**config.mk**
```make
export PLATFORM = sky130hd
export DESIGN_NAME = lreq_issuer
export DESIGN_NICKNAME = d
export VERILOG_FILES = /design/src/rtl/lreq_pkg.sv /design/src/rtl/lreq_ctl_watch.sv /design/src/rtl/lreq_pick.sv /design/src/rtl/lreq_shift.sv /design/src/rtl/lreq_issuer.sv
export SDC_FILE = /design/constraint.sdc
export NUM_CORES = 1
export LEC_CHECK = 0
export BUFFER_PORTS_ARGS = -buffer_cell sky130_fd_sc_hd__buf_2
export CAP_MARGIN = 20
export CORE_ASPECT_RATIO = 1.4
export CORE_MARGIN = 3
export CORE_UTILIZATION = 40
export CTS_CLUSTER_SIZE = 30
export DETAILED_ROUTE_END_ITERATION = 8
export GPL_TIMING_DRIVEN = 0
export PLACE_DENSITY = 0.65
export SLEW_MARGIN = 5
export SYNTH_ARGS = -nofsm -noshare
export SYNTH_HDL_FRONTEND = slang
export SYNTH_SLANG_ARGS = --single-unit
export TNS_END_PERCENT = 5
```
**constraint.sdc**
```tcl
create_clock -name clk -period 5.8 [get_ports clk]
set_input_delay 1.16 -clock clk [delete_from_list [all_inputs] [get_ports clk]]
set_output_delay 1.16 -clock clk [all_outputs]
set_load 0.1 [all_outputs]
```
**src/rtl/lreq_pkg.sv**
```systemverilog
package lreq_pkg;

  localparam int NKIND = 6;

  typedef enum logic [2:0] {
    K_IMM  = 3'd0,
    K_ISO  = 3'd1,
    K_PRI  = 3'd2,
    K_FAIR = 3'd3,
    K_RD   = 3'd4,
    K_WR   = 3'd5
  } kind_e;

  localparam logic [1:0] CTL_IDLE = 2'b00;
  localparam logic [1:0] CTL_STAT = 2'b01;
  localparam logic [1:0] CTL_RX   = 2'b10;
  localparam logic [1:0] CTL_GNT  = 2'b11;

  typedef enum logic [1:0] {S_IDLE, S_SEND, S_WAIT} st_e;

  function automatic logic arb_kind(input logic [2:0] k);
    return (k == K_PRI) || (k == K_FAIR);
  endfunction

  function automatic logic reg_kind(input logic [2:0] k);
    return (k == K_RD) || (k == K_WR);
  endfunction

  function automatic logic code_ok(input logic [2:0] k);
    return k < 3'd6;
  endfunction

endpackage

```
**src/rtl/lreq_ctl_watch.sv**
```systemverilog
module lreq_ctl_watch
  import lreq_pkg::*;
(
  input  logic       clk,
  input  logic       rst_n,
  input  logic [1:0] ctl,
  output logic       at_idle,
  output logic       at_rx,
  output logic       at_gnt,
  output logic       idle_settled
);
  logic idle_q;

  assign at_idle = (ctl == CTL_IDLE);
  assign at_rx   = (ctl == CTL_RX);
  assign at_gnt  = (ctl == CTL_GNT);

  always_ff @(posedge clk or negedge rst_n) begin
    if (!rst_n) idle_q <= 1'b0;
    else        idle_q <= at_idle;
  end

  // idle now and idle on the previous edge
  assign idle_settled = at_idle & idle_q;
endmodule

```
**src/rtl/lreq_pick.sv**
```systemverilog
module lreq_pick #(
  parameter int N  = 6,
  parameter int IW = 3
) (
  input  logic [N-1:0]  elig,
  output logic          hit,
  output logic [IW-1:0] idx
);
  logic [N-1:0] first;

  genvar i;
  generate
    for (i = 0; i < N; i++) begin : g_first
      if (i == 0) begin : g_lo
        assign first[i] = elig[i];
      end else begin : g_hi
        assign first[i] = elig[i] & ~(|elig[i-1:0]);
      end
    end
  endgenerate

  always_comb begin
    idx = '0;
    for (int j = 0; j < N; j++)
      if (first[j]) idx = IW'(j);
  end

  assign hit = |elig;
endmodule

```
**src/rtl/lreq_shift.sv**
```systemverilog
module lreq_shift #(
  parameter int W  = 17,
  parameter int CW = 5
) (
  input  logic          clk,
  input  logic          rst_n,
  input  logic          load,
  input  logic [W-1:0]  vec,
  input  logic [CW-1:0] len,
  input  logic          abort,
  output logic          bit_out,
  output logic          active,
  output logic          last
);
  logic [W-1:0]  sh;
  logic [CW-1:0] cnt;

  always_ff @(posedge clk or negedge rst_n) begin
    if (!rst_n) begin
      sh     <= '0;
      cnt    <= '0;
      active <= 1'b0;
    end else if (load) begin
      sh     <= vec;
      cnt    <= len - CW'(1);
      active <= 1'b1;
    end else if (active) begin
      if (abort || cnt == '0) begin
        active <= 1'b0;
      end else begin
        sh  <= sh << 1;
        cnt <= cnt - CW'(1);
      end
    end
  end

  assign bit_out = active & sh[W-1];
  assign last    = active & (cnt == '0);
endmodule

```
**src/rtl/lreq_issuer.sv**
```systemverilog
module lreq_issuer
  import lreq_pkg::*;
#(
  parameter int ADDR_W = 4,
  parameter int DATA_W = 8
) (
  input  logic              clk,
  input  logic              rst_n,
  input  logic              cmd_valid,
  input  logic [2:0]        cmd_type,
  input  logic [ADDR_W-1:0] cmd_addr,
  input  logic [DATA_W-1:0] cmd_data,
  input  logic              fair_ok,
  input  logic              hdr_crc_bad,
  input  logic              iso_done,
  input  logic [1:0]        ctl,
  output logic              lreq,
  output logic              busy,
  output logic              won,
  output logic [2:0]        won_kind,
  output logic              imm_drop,
  output logic              lost
);
  localparam int FW = 5 + ADDR_W + DATA_W;
  localparam int CW = $clog2(FW + 1);

  function automatic logic [FW-1:0] mk_frame(input logic [2:0] k,
                                             input logic [ADDR_W-1:0] a,
                                             input logic [DATA_W-1:0] d);
    logic [FW-1:0] v;
    if (k == K_RD)      v = {1'b1, k, a, 1'b0, {DATA_W{1'b0}}};
    else if (k == K_WR) v = {1'b1, k, a, d, 1'b0};
    else                v = {1'b1, k, 1'b0, {(ADDR_W + DATA_W){1'b0}}};
    return v;
  endfunction

  function automatic logic [CW-1:0] frame_len(input logic [2:0] k);
    if (k == K_RD)      return CW'(5 + ADDR_W);
    else if (k == K_WR) return CW'(FW);
    else                return CW'(5);
  endfunction

  function automatic logic [NKIND-1:0] kmask(input logic [2:0] k);
    return NKIND'(1) << k;
  endfunction

  st_e               st;
  logic [2:0]        cur;
  logic [NKIND-1:0]  pend, pend_nx, elig;
  logic              iso_sent, iso_sent_nx;
  logic [ADDR_W-1:0] rd_addr, wr_addr;
  logic [DATA_W-1:0] wr_data;

  logic at_idle, at_rx, at_gnt, idle_settled;
  logic hit;
  logic [2:0] pick_idx;
  logic accept, frame_start, frame_last, abort;
  logic wait_gnt, wait_lost, wait_quit;
  logic sh_active;
  logic [FW-1:0] load_vec;

  lreq_ctl_watch u_ctl (
    .clk(clk), .rst_n(rst_n), .ctl(ctl),
    .at_idle(at_idle), .at_rx(at_rx), .at_gnt(at_gnt),
    .idle_settled(idle_settled)
  );

  assign elig[K_IMM]  = pend[K_IMM] & at_rx;
  assign elig[K_ISO]  = pend[K_ISO] & ~iso_sent & at_rx;
  assign elig[K_PRI]  = pend[K_PRI] & idle_settled;
  assign elig[K_FAIR] = pend[K_FAIR] & idle_settled & fair_ok;
  assign elig[K_RD]   = pend[K_RD] & idle_settled;
  assign elig[K_WR]   = pend[K_WR] & idle_settled;

  lreq_pick #(.N(NKIND), .IW(3)) u_pick (
    .elig(elig), .hit(hit), .idx(pick_idx)
  );

  assign busy        = (st != S_IDLE);
  assign accept      = cmd_valid & ~busy & code_ok(cmd_type);
  assign frame_start = (st == S_IDLE) & hit;
  assign abort       = (st == S_SEND) & arb_kind(cur) & at_rx;
  assign wait_gnt    = (st == S_WAIT) & at_gnt;
  assign wait_lost   = (st == S_WAIT) & arb_kind(cur) & at_rx;
  assign wait_quit   = (st == S_WAIT) &
                       (((cur == K_IMM) & at_idle) | ((cur == K_ISO) & iso_done));
  assign load_vec    = mk_frame(pick_idx, (pick_idx == K_WR) ? wr_addr : rd_addr, wr_data);

  lreq_shift #(.W(FW), .CW(CW)) u_shift (
    .clk(clk), .rst_n(rst_n),
    .load(frame_start), .vec(load_vec), .len(frame_len(pick_idx)),
    .abort(abort),
    .bit_out(lreq), .active(sh_active), .last(frame_last)
  );

  // pending slots: clears first, a new command last
  always_comb begin
    pend_nx     = pend;
    iso_sent_nx = iso_sent;
    if (wait_gnt && cur != K_ISO)
      pend_nx = pend_nx & ~kmask(cur);
    if (st == S_SEND && frame_last && reg_kind(cur))
      pend_nx = pend_nx & ~kmask(cur);
    if (iso_done || (frame_start && pick_idx != K_ISO)) begin
      pend_nx[K_ISO] = 1'b0;
      iso_sent_nx    = 1'b0;
    end
    if (frame_start && pick_idx == K_ISO)
      iso_sent_nx = 1'b1;
    if (accept)
      pend_nx = pend_nx | kmask(cmd_type);
  end

  always_ff @(posedge clk or negedge rst_n) begin
    if (!rst_n) begin
      pend     <= '0;
      iso_sent <= 1'b0;
      rd_addr  <= '0;
      wr_addr  <= '0;
      wr_data  <= '0;
    end else begin
      pend     <= pend_nx;
      iso_sent <= iso_sent_nx;
      if (accept && cmd_type == K_RD) rd_addr <= cmd_addr;
      if (accept && cmd_type == K_WR) begin
        wr_addr <= cmd_addr;
        wr_data <= cmd_data;
      end
    end
  end

  always_ff @(posedge clk or negedge rst_n) begin
    if (!rst_n) begin
      st       <= S_IDLE;
      cur      <= '0;
      won      <= 1'b0;
      won_kind <= '0;
      imm_drop <= 1'b0;
      lost     <= 1'b0;
    end else begin
      won      <= 1'b0;
      imm_drop <= 1'b0;
      lost     <= 1'b0;
      case (st)
        S_IDLE: if (frame_start) begin
          st  <= S_SEND;
          cur <= pick_idx;
        end
        S_SEND: if (abort) begin
          st   <= S_IDLE;
          lost <= 1'b1;
        end else if (frame_last) begin
          st <= reg_kind(cur) ? S_IDLE : S_WAIT;
        end
        S_WAIT: if (wait_gnt) begin
          st <= S_IDLE;
          if (cur == K_IMM && hdr_crc_bad) imm_drop <= 1'b1;
          else begin
            won      <= 1'b1;
            won_kind <= cur;
          end
        end else if (wait_lost) begin
          st   <= S_IDLE;
          lost <= 1'b1;
        end else if (wait_quit) begin
          st <= S_IDLE;
        end
        default: st <= S_IDLE;
      endcase
    end
  end
endmodule

```
==> results of run 1 <==
-- path summary, 6_finish.rpt --
check | start | to | slack, ns
max | st[1] | busy | 2.74
min | won_kind[1] | won_kind[1] | 0.48
max reg2reg | u_ctl.idle_q | u_shift.cnt[4] | 3.36
min reg2reg | won_kind[1] | won_kind[1] | 0.48
max in group asynchronous | rst_n | wr_addr[2] | 4.38
min in group asynchronous | rst_n | imm_drop | 0.83
-- per-layer routing --
layer,up-vias,share of wire [%]
met3,9,2.7
met4,0,2.1
li1,1006,-
met5,-,0
met1,1001,43
met2,32,52
-- placed cells by master (no fill, tap or decap), types with 5 or more instances in the layout --
| cell type | n |
|---|---|
| o21ai_0 | 11 |
| clkbuf_8 | 9 |
| inv_1 | 10 |
| o21ai_1 | 9 |
| nand2_1 | 30 |
| mux2i_1 | 6 |
| nor2_1 | 14 |
| buf_2 | 35 |
| a21o_1 | 5 |
| dfrtp_1 | 57 |
| a21oi_1 | 5 |
| mux2_2 | 16 |
| a2bb2oi_1 | 7 |
| nand3_1 | 5 |
| o21a_1 | 6 |
| o22ai_1 | 8 |
-- sequential cells by signal, indices dropped and copies added, names as in the netlist, 2 cells and up --
name	count
u_shift.sh	16
wr_data	8
pend	6
u_shift.cnt	5
rd_addr	4
wr_addr	4
cur	3
won_kind	3
st	2
-- layout make-up --
class | count | area [µm²]
Sequential cell | 57 | 1430
Clock inverter | 6 | 82.6
Tap cell | 92 | 115
Buffer | 10 | 63.8
Fill cell | 646 | 3390
Timing Repair Buffer | 30 | 165
Inverter | 11 | 41.3
Multi-Input combinational cell | 176 | 1240
Clock buffer | 10 | 128
-- where the power goes --
group | internal [mW] | switching, mW | leakage [nW] | total (mW)
Clock | 0.239 | 0.163 | 0.106 | 0.402
Combinational | 0.00888 | 0.0157 | 0.776 | 0.0246
Sequential | 0.398 | 0.000208 | 0.780 | 0.398
-- stage by stage --
step                setup slack (ns)  cell area, µm²  cells
floorplan                       2.80            2780    254
global placement                2.50            3040    375
detailed placement              2.47            3060    376
CTS                             2.72            3270    392
global route                    2.65            3270    392
finish                          2.74            3270    392
-- worst reg2reg max path, cell delays in order, from the launching register on --
cell and delay [ns]:
dfrtp_1 0.39, nor3b_2 0.19, o21a_2 0.19, o31ai_4 0.47, buf_2 0.31, nand2_1 0.08, ha_1 0.24, or3_1 0.41
o31ai_2 0.07
-- cells by family (layout without fill, tap and decap cells) --
family / Yosys count / in the layout / share of synthesized area (%)
adder cells (fa/ha/maj): 4 / 4 / 1.80
AND/OR/NAND/NOR: 74 / 74 / 13.9
AO/OA/AOI/OAI: 74 / 74 / 19.8
multiplexers: 22 / 22 / 8.66
XOR/XNOR: 2 / 2 / 0.631
flip-flops: 57 / 57 / 51.4
buffers and inverters: 21 / 67 / 3.79
==> flow_metrics.env, run 1 <==
export IMPL_postLayoutCoreUtil_pct=49.1
export IMPL_clock_skew_ns=0.0119
export IMPL_r2r_cells=8
export IMPL_synth_edf_count=0
export IMPL_numCtsBuffers=9
export IMPL_gr_usage_met1_pct=18.5
export IMPL_cp_required_ns=4.64
export IMPL_fin_nets=322
export IMPL_syn_area_per_cell_um2=10.9
export IMPL_powerDensity_nw_per_um2=253
export IMPL_hold_slack_ns=0.476
export IMPL_dp_hpwl_um=4240
export IMPL_first_pass_iters=4
export IMPL_num_antenna_cells=0
export IMPL_clkLatencyLatePin_ns=0.35
export IMPL_ys_seq_area_share_pct=51.4
export IMPL_fmax_mhz=327
export IMPL_fin_crit_ns=3.06
export IMPL_cts_hold_buf=0
export IMPL_setup_viol=0
export IMPL_grt_pass1_wl_um=9920
export IMPL_grt_pass1_vias=2071
export IMPL_synthToLayoutAreaGrowth_pct=17.7
export IMPL_routedWlPerCell_um=14.8
export IMPL_clockBufferDepth=2
export IMPL_cap_violations=0
export IMPL_tightest_slew_ns=0.635
export IMPL_drive_gt1_share_pct=26.7
export IMPL_cts_setup_buffers=0
export IMPL_start_util_pct=41.7
export IMPL_max_vdd_ir_drop_mv=0.159
export IMPL_synth_area_top_cells="dfrtp_1 (51%), mux2_2 (6.5%), nand2_1 (4.1%)"
export IMPL_synthTopCellsByCount="dfrtp_1 (57), nand2_1 (30), mux2_2 (16)"
export IMPL_htreeDepth=3
export IMPL_die_y_um=105
export IMPL_num_vias=2048
export IMPL_ys_ff_latch=57
export IMPL_finalCritPeriodShare_pct=52.8
export IMPL_globalplace_congestion=0.832
export IMPL_cts_root_buf="clkbuf_8"
export IMPL_antenna_found_initial=0
export IMPL_syn_area_um2=2780
export IMPL_start_kind="register"
export IMPL_status="complete, no violations"
export IMPL_path_buf_inv=4
export IMPL_dieArea_um2=7990
export IMPL_p_total_mw=0.825
export IMPL_grt_max_degree=31
export IMPL_synth_flop_cell="dfrtp_1"
export IMPL_use_met3_pct=4.40
export IMPL_p_leak_nw=1.66
export IMPL_cp_slowest_cell="buf_2"
export IMPL_std_cell_rows=35
export IMPL_cts_tree="done"
export IMPL_core_area_um2=6660
export IMPL_rsz0062_at_grt="no"
export IMPL_die_w_um=76.4
export IMPL_wl_um=5790
export IMPL_arrival_ns=1.90
export IMPL_yosysTopAreaCellShare_pct=51.4
export IMPL_slew_viol_final=0
export IMPL_dr_first_iter_drc_count=101
export IMPL_hold_class="reg -> reg"
export IMPL_ios=31
export IMPL_ys_warn_count=0
export IMPL_critPathCaptureType="output pin"
export IMPL_ctsResizeCount=0
export IMPL_cp_depth=5
export IMPL_drc_errors=0
export IMPL_slew_headroom_pct=57.7
export IMPL_hold_viol=0
export IMPL_grt_use_met2_pct=27.0
export IMPL_whs_path_depth=2
export IMPL_yosysTopAreaCell="dfrtp_1"
export IMPL_tns_ns=0
export IMPL_path_delay_family="buffers and inverters"
export IMPL_path_max_fanout=10
export IMPL_detail_route_antenna_nets=0
export IMPL_cts_sinks=57
export IMPL_grt_usage_pct=15.9
export IMPL_gr_max_usage_layer="met2"
export IMPL_path_clk_slew_ns=0.07
export IMPL_critPathKind="reg -> out"
export IMPL_yosysUniqueCellTypes=53
export IMPL_slowest_delay_ns=0.47
export IMPL_syn_nets=281
export IMPL_overflow=0
export IMPL_worstPathCellList="inv_1 -> ha_1 -> buf_2 -> inv_1 -> buf_2"
export IMPL_async_flop_share_pct=100
export IMPL_syn_inst=254
export IMPL_synth_most_common_cell="dfrtp_1"
export IMPL_portBuffers=29
export IMPL_avgViaCountPerCell=5.22
Note: power is estimated with default switching activity, not from simulation.
==> run 2, diff against run 1 <==
Settings changed: PLACE_DENSITY 0.65 to 0.67.
Clock period 5.8 ns to 2.7 ns, I/O delays scaled along.
==> run 2 against run 1 <==
Final area up 0.61%. Register-to-register slack worse by 3.1 ns. Die area stayed put. Wire length grew 2.4%. Non-clock buffer count unchanged. Critical path type is now reg -> reg. Largest power group unchanged.
==> flow_metrics.env, run 2 (synthesis results as in run 1) <==
export IMPL_status="complete, no violations"
export IMPL_tightest_slew_ns=0.539
export IMPL_finalCritPeriodShare_pct=91.4
export IMPL_dp_cells=376
export IMPL_p_clk_share_pct=50.1
export IMPL_core_area_um2=6660
export IMPL_pwr_share_seq_pct=46.9
export IMPL_path_clk_slew_ns=0.07
export IMPL_rr_endpoint="u_shift.cnt[4]"
export IMPL_cts_tree="done"
export IMPL_clock_skew_ns=0.0104
export IMPL_cap_violations=0
export IMPL_setup_viol=0
export IMPL_regToRegStartpoint="pend[3]"
export IMPL_synthToLayoutAreaGrowth_pct=18.4
export IMPL_ios=31
export IMPL_clockBufferDepth=2
export IMPL_grt_pass1_wl_um=10100
export IMPL_hold_viol=0
export IMPL_internal_power_mw=1.44
export IMPL_dieArea_um2=7990
export IMPL_portBuffers=29
export IMPL_p_leak_nw=1.67
export IMPL_r2r_slack_ns=0.23
export IMPL_globalplace_congestion=0.804
export IMPL_drc_errors=0
export IMPL_grt_pass1_vias=2089
export IMPL_stdcell_area_um2=3290
export IMPL_critPathCaptureType="register"
export IMPL_numCtsBuffers=9
export IMPL_detail_route_antenna_nets=0
export IMPL_ctsResizeCount=0
export IMPL_dp_hpwl_um=4250
export IMPL_cts_setup_buffers=0
export IMPL_met3_wirelength_um=155
export IMPL_stdcell_count=392
export IMPL_tns_ns=0
export IMPL_fin_crit_ns=2.47
export IMPL_slew_viol_final=0
export IMPL_critPathKind="reg -> reg"
export IMPL_antenna_found_initial=0
export IMPL_rsz0062_at_grt="no"
export IMPL_slew_headroom_pct=63.7
export IMPL_wl_met2_um=3020
export IMPL_max_vdd_ir_drop_mv=0.486
export IMPL_cts_sinks=57
export IMPL_start_util_pct=41.7
export IMPL_dr_first_iter_drc_count=133
export IMPL_powerDensity_nw_per_um2=554
export IMPL_std_cell_rows=35
export IMPL_reg_top3="u_shift.sh (16), wr_data (8), pend (6)"
export IMPL_cts_hold_buf=0
export IMPL_layout_common_cells="dfrtp_1 (57), buf_2 (35), nand2_1 (30)"
export IMPL_largest_reg_flops=16
export IMPL_wl_met1_um=2620
export IMPL_grt_usage_pct=16.1
export IMPL_htreeDepth=3
export IMPL_die_y_um=105
export IMPL_hold_class="in -> async"
export IMPL_r2r_cells=9
export IMPL_start_kind="register"
export IMPL_grt_max_degree=38
export IMPL_num_vias=2072
export IMPL_routedWlPerCell_um=15.1
export IMPL_power_switching_mw=0.377
export IMPL_die_w_um=76.4
export IMPL_cp_required_ns=2.91
export IMPL_cts_root_buf="clkbuf_8"
export IMPL_clkLatencyLatePin_ns=0.33
export IMPL_p_sw_share_pct=20.7
export IMPL_place_area_um2=3060
export IMPL_fmax_mhz=405
export IMPL_drive_gt1_share_pct=26.7
export IMPL_p_comb_share_pct=2.9
export IMPL_avgViaCountPerCell=5.29
export IMPL_regMostFlops="u_shift.sh"
export IMPL_wl_um=5930
export IMPL_overflow=0
export IMPL_fin_nets=322
export IMPL_final_common_cell="dfrtp_1"
export IMPL_top_layer="met4"
export IMPL_path_max_fanout=10
export IMPL_arrival_ns=2.67
export IMPL_first_pass_iters=4
export IMPL_num_antenna_cells=0
## run 2: how the worst max path moves through the flow
stage	start	endpoint	cells past startpoint
2_1_floorplan	ctl[1]	u_shift.cnt[4]	9
3_3_place_gp	ctl[0]	u_shift.cnt[4]	9
3_5_place_dp	ctl[0]	u_shift.cnt[4]	10
4_1_cts	pend[3]	u_shift.cnt[4]	9
5_1_grt	pend[3]	u_shift.cnt[4]	9
6_report	pend[3]	u_shift.cnt[4]	9
## run 2: per-layer routing
layer | vias to the layer above | GRT usage (%)
met1 | 1018 | 20.1
met4 | 0 | 8.03
li1 | 1009 | -
met3 | 11 | 3.10
met5 | - | 0
met2 | 34 | 26.6
## run 2: cell type report
class	instances	area [µm²]
Buffer	10	63.8
Clock buffer	12	155
Clock inverter	4	75.1
Fill cell	645	3370
Inverter	11	41.3
Multi-Input combinational cell	176	1240
Sequential cell	57	1430
Tap cell	92	115
Timing Repair Buffer	30	165
## run 2: metrics by stage
step           hold slack (ns)  power (mW)  setup WS [ns]  utilization [%]
2_1_floorplan            0.244       0.883          0.317                -
3_3_place_gp             0.458       0.920         0.0229             45.6
3_5_place_dp             0.474       0.926        -0.0247             45.9
4_1_cts                  0.167        1.84          0.257             49.4
5_1_grt                  0.195        1.89         0.0876             49.4
6_report                 0.165        1.82          0.232             49.4
## run 2: power groups by stage
stage | clock (mW) | sequential [mW] | combinational, mW
floorplan | 0 | 0.871 | 0.0125
global placement | 0 | 0.871 | 0.0493
detailed placement | 0 | 0.871 | 0.0546
CTS | 0.935 | 0.855 | 0.0549
global route | 0.976 | 0.854 | 0.0612
finish | 0.913 | 0.855 | 0.0533
## run 2: worst max-delay path, cell delays in order, from the launching register on
cell     delay, ns
dfrtp_1       0.37
and2_1        0.19
o21a_1        0.22
o31ai_4       0.43
buf_2         0.31
nand2_1       0.08
ha_1          0.23
a21o_1        0.17
o22ai_1       0.22
o31ai_2       0.11
==> run 3, diff against run 2 <==
Settings changed: ABC_AREA set to 1.
==> run 3 against run 2 <==
First-iteration DRC count increased by 21%. Maximum frequency is 4.6% higher. Final area is 4.5% higher. Register-to-register slack improved by 0.46 ns. Via count grew 11%. Largest cell class unchanged.
==> flow_metrics.env, run 3 <==
export IMPL_start_util_pct=41.8
export IMPL_antenna_found_initial=0
export IMPL_synthTopCellsByCount="nand2_1 (64), dfrtp_1 (57), inv_1 (40)"
export IMPL_drive_gt1_share_pct=26.3
export IMPL_largest_reg_flops=16
export IMPL_wl_met1_um=2660
export IMPL_async_flop_share_pct=100
export IMPL_path_buf_inv=4
export IMPL_status="complete, no violations"
export IMPL_wl_met2_um=3020
export IMPL_core_area_um2=7030
export IMPL_portBuffers=30
export IMPL_r2r_slack_ns=0.69
export IMPL_die_w_um=78.4
export IMPL_routedWlPerCell_um=12.9
export IMPL_final_common_cell="nand2_1"
export IMPL_cts_hold_buf=0
export IMPL_synthAdderAreaFrac_pct=1.71
export IMPL_rr_endpoint="u_shift.cnt[2]"
export IMPL_stdcell_count=468
export IMPL_internal_power_mw=2.28
export IMPL_htreeDepth=3
export IMPL_tns_ns=0
export IMPL_hold_slack_ns=0.253
export IMPL_dp_slack_ns=0.388
export IMPL_r2r_cells=10
export IMPL_synthMuxAreaShare_pct=3.20
export IMPL_grt_pass1_wl_um=10400
export IMPL_synth_flop_cell="dfrtp_1"
export IMPL_critPathCaptureType="output pin"
export IMPL_fin_crit_ns=2.36
export IMPL_yosysTopAreaCellShare_pct=48.6
export IMPL_power_switching_mw=1.65
export IMPL_synth_area_top_cells="dfrtp_1 (49%), nand2_1 (8.2%), o21ai_0 (5.5%)"
export IMPL_regMostFlops="u_shift.sh"
export IMPL_layout_common_cells="nand2_1 (64), dfrtp_1 (57), inv_1 (40)"
export IMPL_synth_edf_count=0
export IMPL_slew_headroom_pct=50.9
export IMPL_ys_warn_count=0
export IMPL_num_antenna_cells=0
export IMPL_cts_sinks=57
export IMPL_dieArea_um2=8420
export IMPL_grt_pass1_vias=2270
export IMPL_p_total_mw=3.94
export IMPL_ys_ff_latch=57
export IMPL_detail_route_antenna_nets=0
export IMPL_yosysUniqueCellTypes=40
export IMPL_ctsResizeCount=0
export IMPL_powerDensity_nw_per_um2=1150
export IMPL_worstPathCellList="inv_1 -> ha_1 -> buf_6 -> inv_1 -> buf_2"
export IMPL_met3_wirelength_um=223
export IMPL_synth_most_common_cell="nand2_1"
export IMPL_avgViaCountPerCell=4.90
export IMPL_synth_top_family_by_area="simple AND/OR/NAND/NOR gates"
export IMPL_fmax_mhz=424
export IMPL_die_y_um=107
export IMPL_stdcell_area_um2=3430
export IMPL_globalplace_congestion=0.829
export IMPL_critPathKind="reg -> out"
export IMPL_clock_skew_ns=0.0118
export IMPL_fin_nets=396
export IMPL_path_delay_family="buffers and inverters"
export IMPL_num_vias=2292
export IMPL_syn_area_um2=2940
export IMPL_arrival_ns=1.82
export IMPL_slowest_delay_ns=0.44
export IMPL_synthSimpleGateAreaFrac_pct=21.7
export IMPL_max_vdd_ir_drop_mv=0.463
export IMPL_yosysTopAreaCell="dfrtp_1"
export IMPL_regToRegStartpoint="st[0]"
export IMPL_pwr_share_seq_pct=36.0
export IMPL_fin_ws_ns=0.341
export IMPL_cts_root_buf="clkbuf_8"
export IMPL_std_cell_rows=36
export IMPL_syn_nets=354
export IMPL_clockBufferDepth=2
export IMPL_drc_errors=0
export IMPL_overflow=0
export IMPL_syn_area_per_cell_um2=8.98
export IMPL_synth_xor_area_share_pct=0.597
export IMPL_synthToLayoutAreaGrowth_pct=17.0
export IMPL_place_area_um2=3220
export IMPL_p_leak_nw=1.66
export IMPL_clkLatencyLatePin_ns=0.34
export IMPL_dr_first_iter_drc_count=161
export IMPL_hold_viol=0
export IMPL_rsz0062_at_grt="no"
export IMPL_setup_viol=0
export IMPL_ys_seq_area_share_pct=48.6
export IMPL_postLayoutCoreUtil_pct=48.9
export IMPL_ios=31
export IMPL_p_comb_share_pct=41.9
export IMPL_path_max_fanout=10
export IMPL_hold_class="in -> async"
export IMPL_dp_cells=453
export IMPL_dp_hpwl_um=4430
export IMPL_p_clk_share_pct=22.1
export IMPL_slew_viol_final=0
export IMPL_critPathMostFrequentCell="inv_1"
export IMPL_grt_max_degree=32
export IMPL_cts_tree="done"
export IMPL_cap_violations=0
export IMPL_path_clk_slew_ns=0.07
export IMPL_grt_usage_pct=15.9
export IMPL_cp_slowest_cell="buf_2"
export IMPL_top_layer="met4"
export IMPL_synth_compound_area_share_pct=15.2
export IMPL_wl_um=6040
export IMPL_syn_inst=327
export IMPL_first_pass_iters=4
export IMPL_numCtsBuffers=9
export IMPL_reg_top3="u_shift.sh (16), wr_data (8), pend (6)"
export IMPL_cts_setup_buffers=0
export IMPL_p_sw_share_pct=42.0
export IMPL_finalCritPeriodShare_pct=87.4
export IMPL_start_kind="register"
export IMPL_tightest_slew_ns=0.736
export IMPL_cp_required_ns=2.16
-- run 3: power by group through the flow --
| stage | clock network, mW | registers [mW] | logic (mW) |
|---|---|---|---|
| global route | 0.922 | 1.45 | 1.85 |
| detailed placement | 0 | 1.43 | 1.66 |
| floorplan | 0 | 1.52 | 1.18 |
| CTS | 0.885 | 1.42 | 1.66 |
| finish | 0.871 | 1.42 | 1.65 |
| global placement | 0 | 1.42 | 1.62 |
-- run 3: worst max-delay path by stage --
stage	from	end	slack, ns	cells after the start
global route	st[0]	busy	0.24	5
detailed placement	ctl[1]	u_shift.cnt[2]	0.39	13
global placement	ctl[1]	u_shift.cnt[4]	0.41	14
CTS	st[0]	busy	0.32	5
floorplan	st[0]	st[0]	0.63	7
finish	st[0]	busy	0.34	5
-- run 3: per-layer routing --
metal | vias up | global-route usage (%)
met3 | 12 | 3.35
met2 | 50 | 26.9
li1 | 1153 | -
met1 | 1077 | 18.7
met4 | 0 | 9.00
met5 | - | 0
-- run 3: logic make-up (layout without fill, tap and decap cells) --
logic type,Yosys count,after routing
AO/OA/AOI/OAI,71,71
XOR/XNOR,2,2
adder cells (fa/ha/maj),4,4
buffers and inverters,55,101
flip-flops,57,57
multiplexers,8,8
AND/OR/NAND/NOR,130,130
-- run 3: final cells by class --
| type | instances | area [µm²] |
|---|---|---|
| fillers | 664 | 3590 |
| flip-flops and latches | 57 | 1430 |
| multi-input cells | 215 | 1240 |
| inverters | 47 | 176 |
| repair buffers | 31 | 170 |
| clock buffers | 12 | 145 |
| well taps | 95 | 119 |
| plain buffers | 8 | 88.8 |
| clock inverters | 3 | 65.1 |
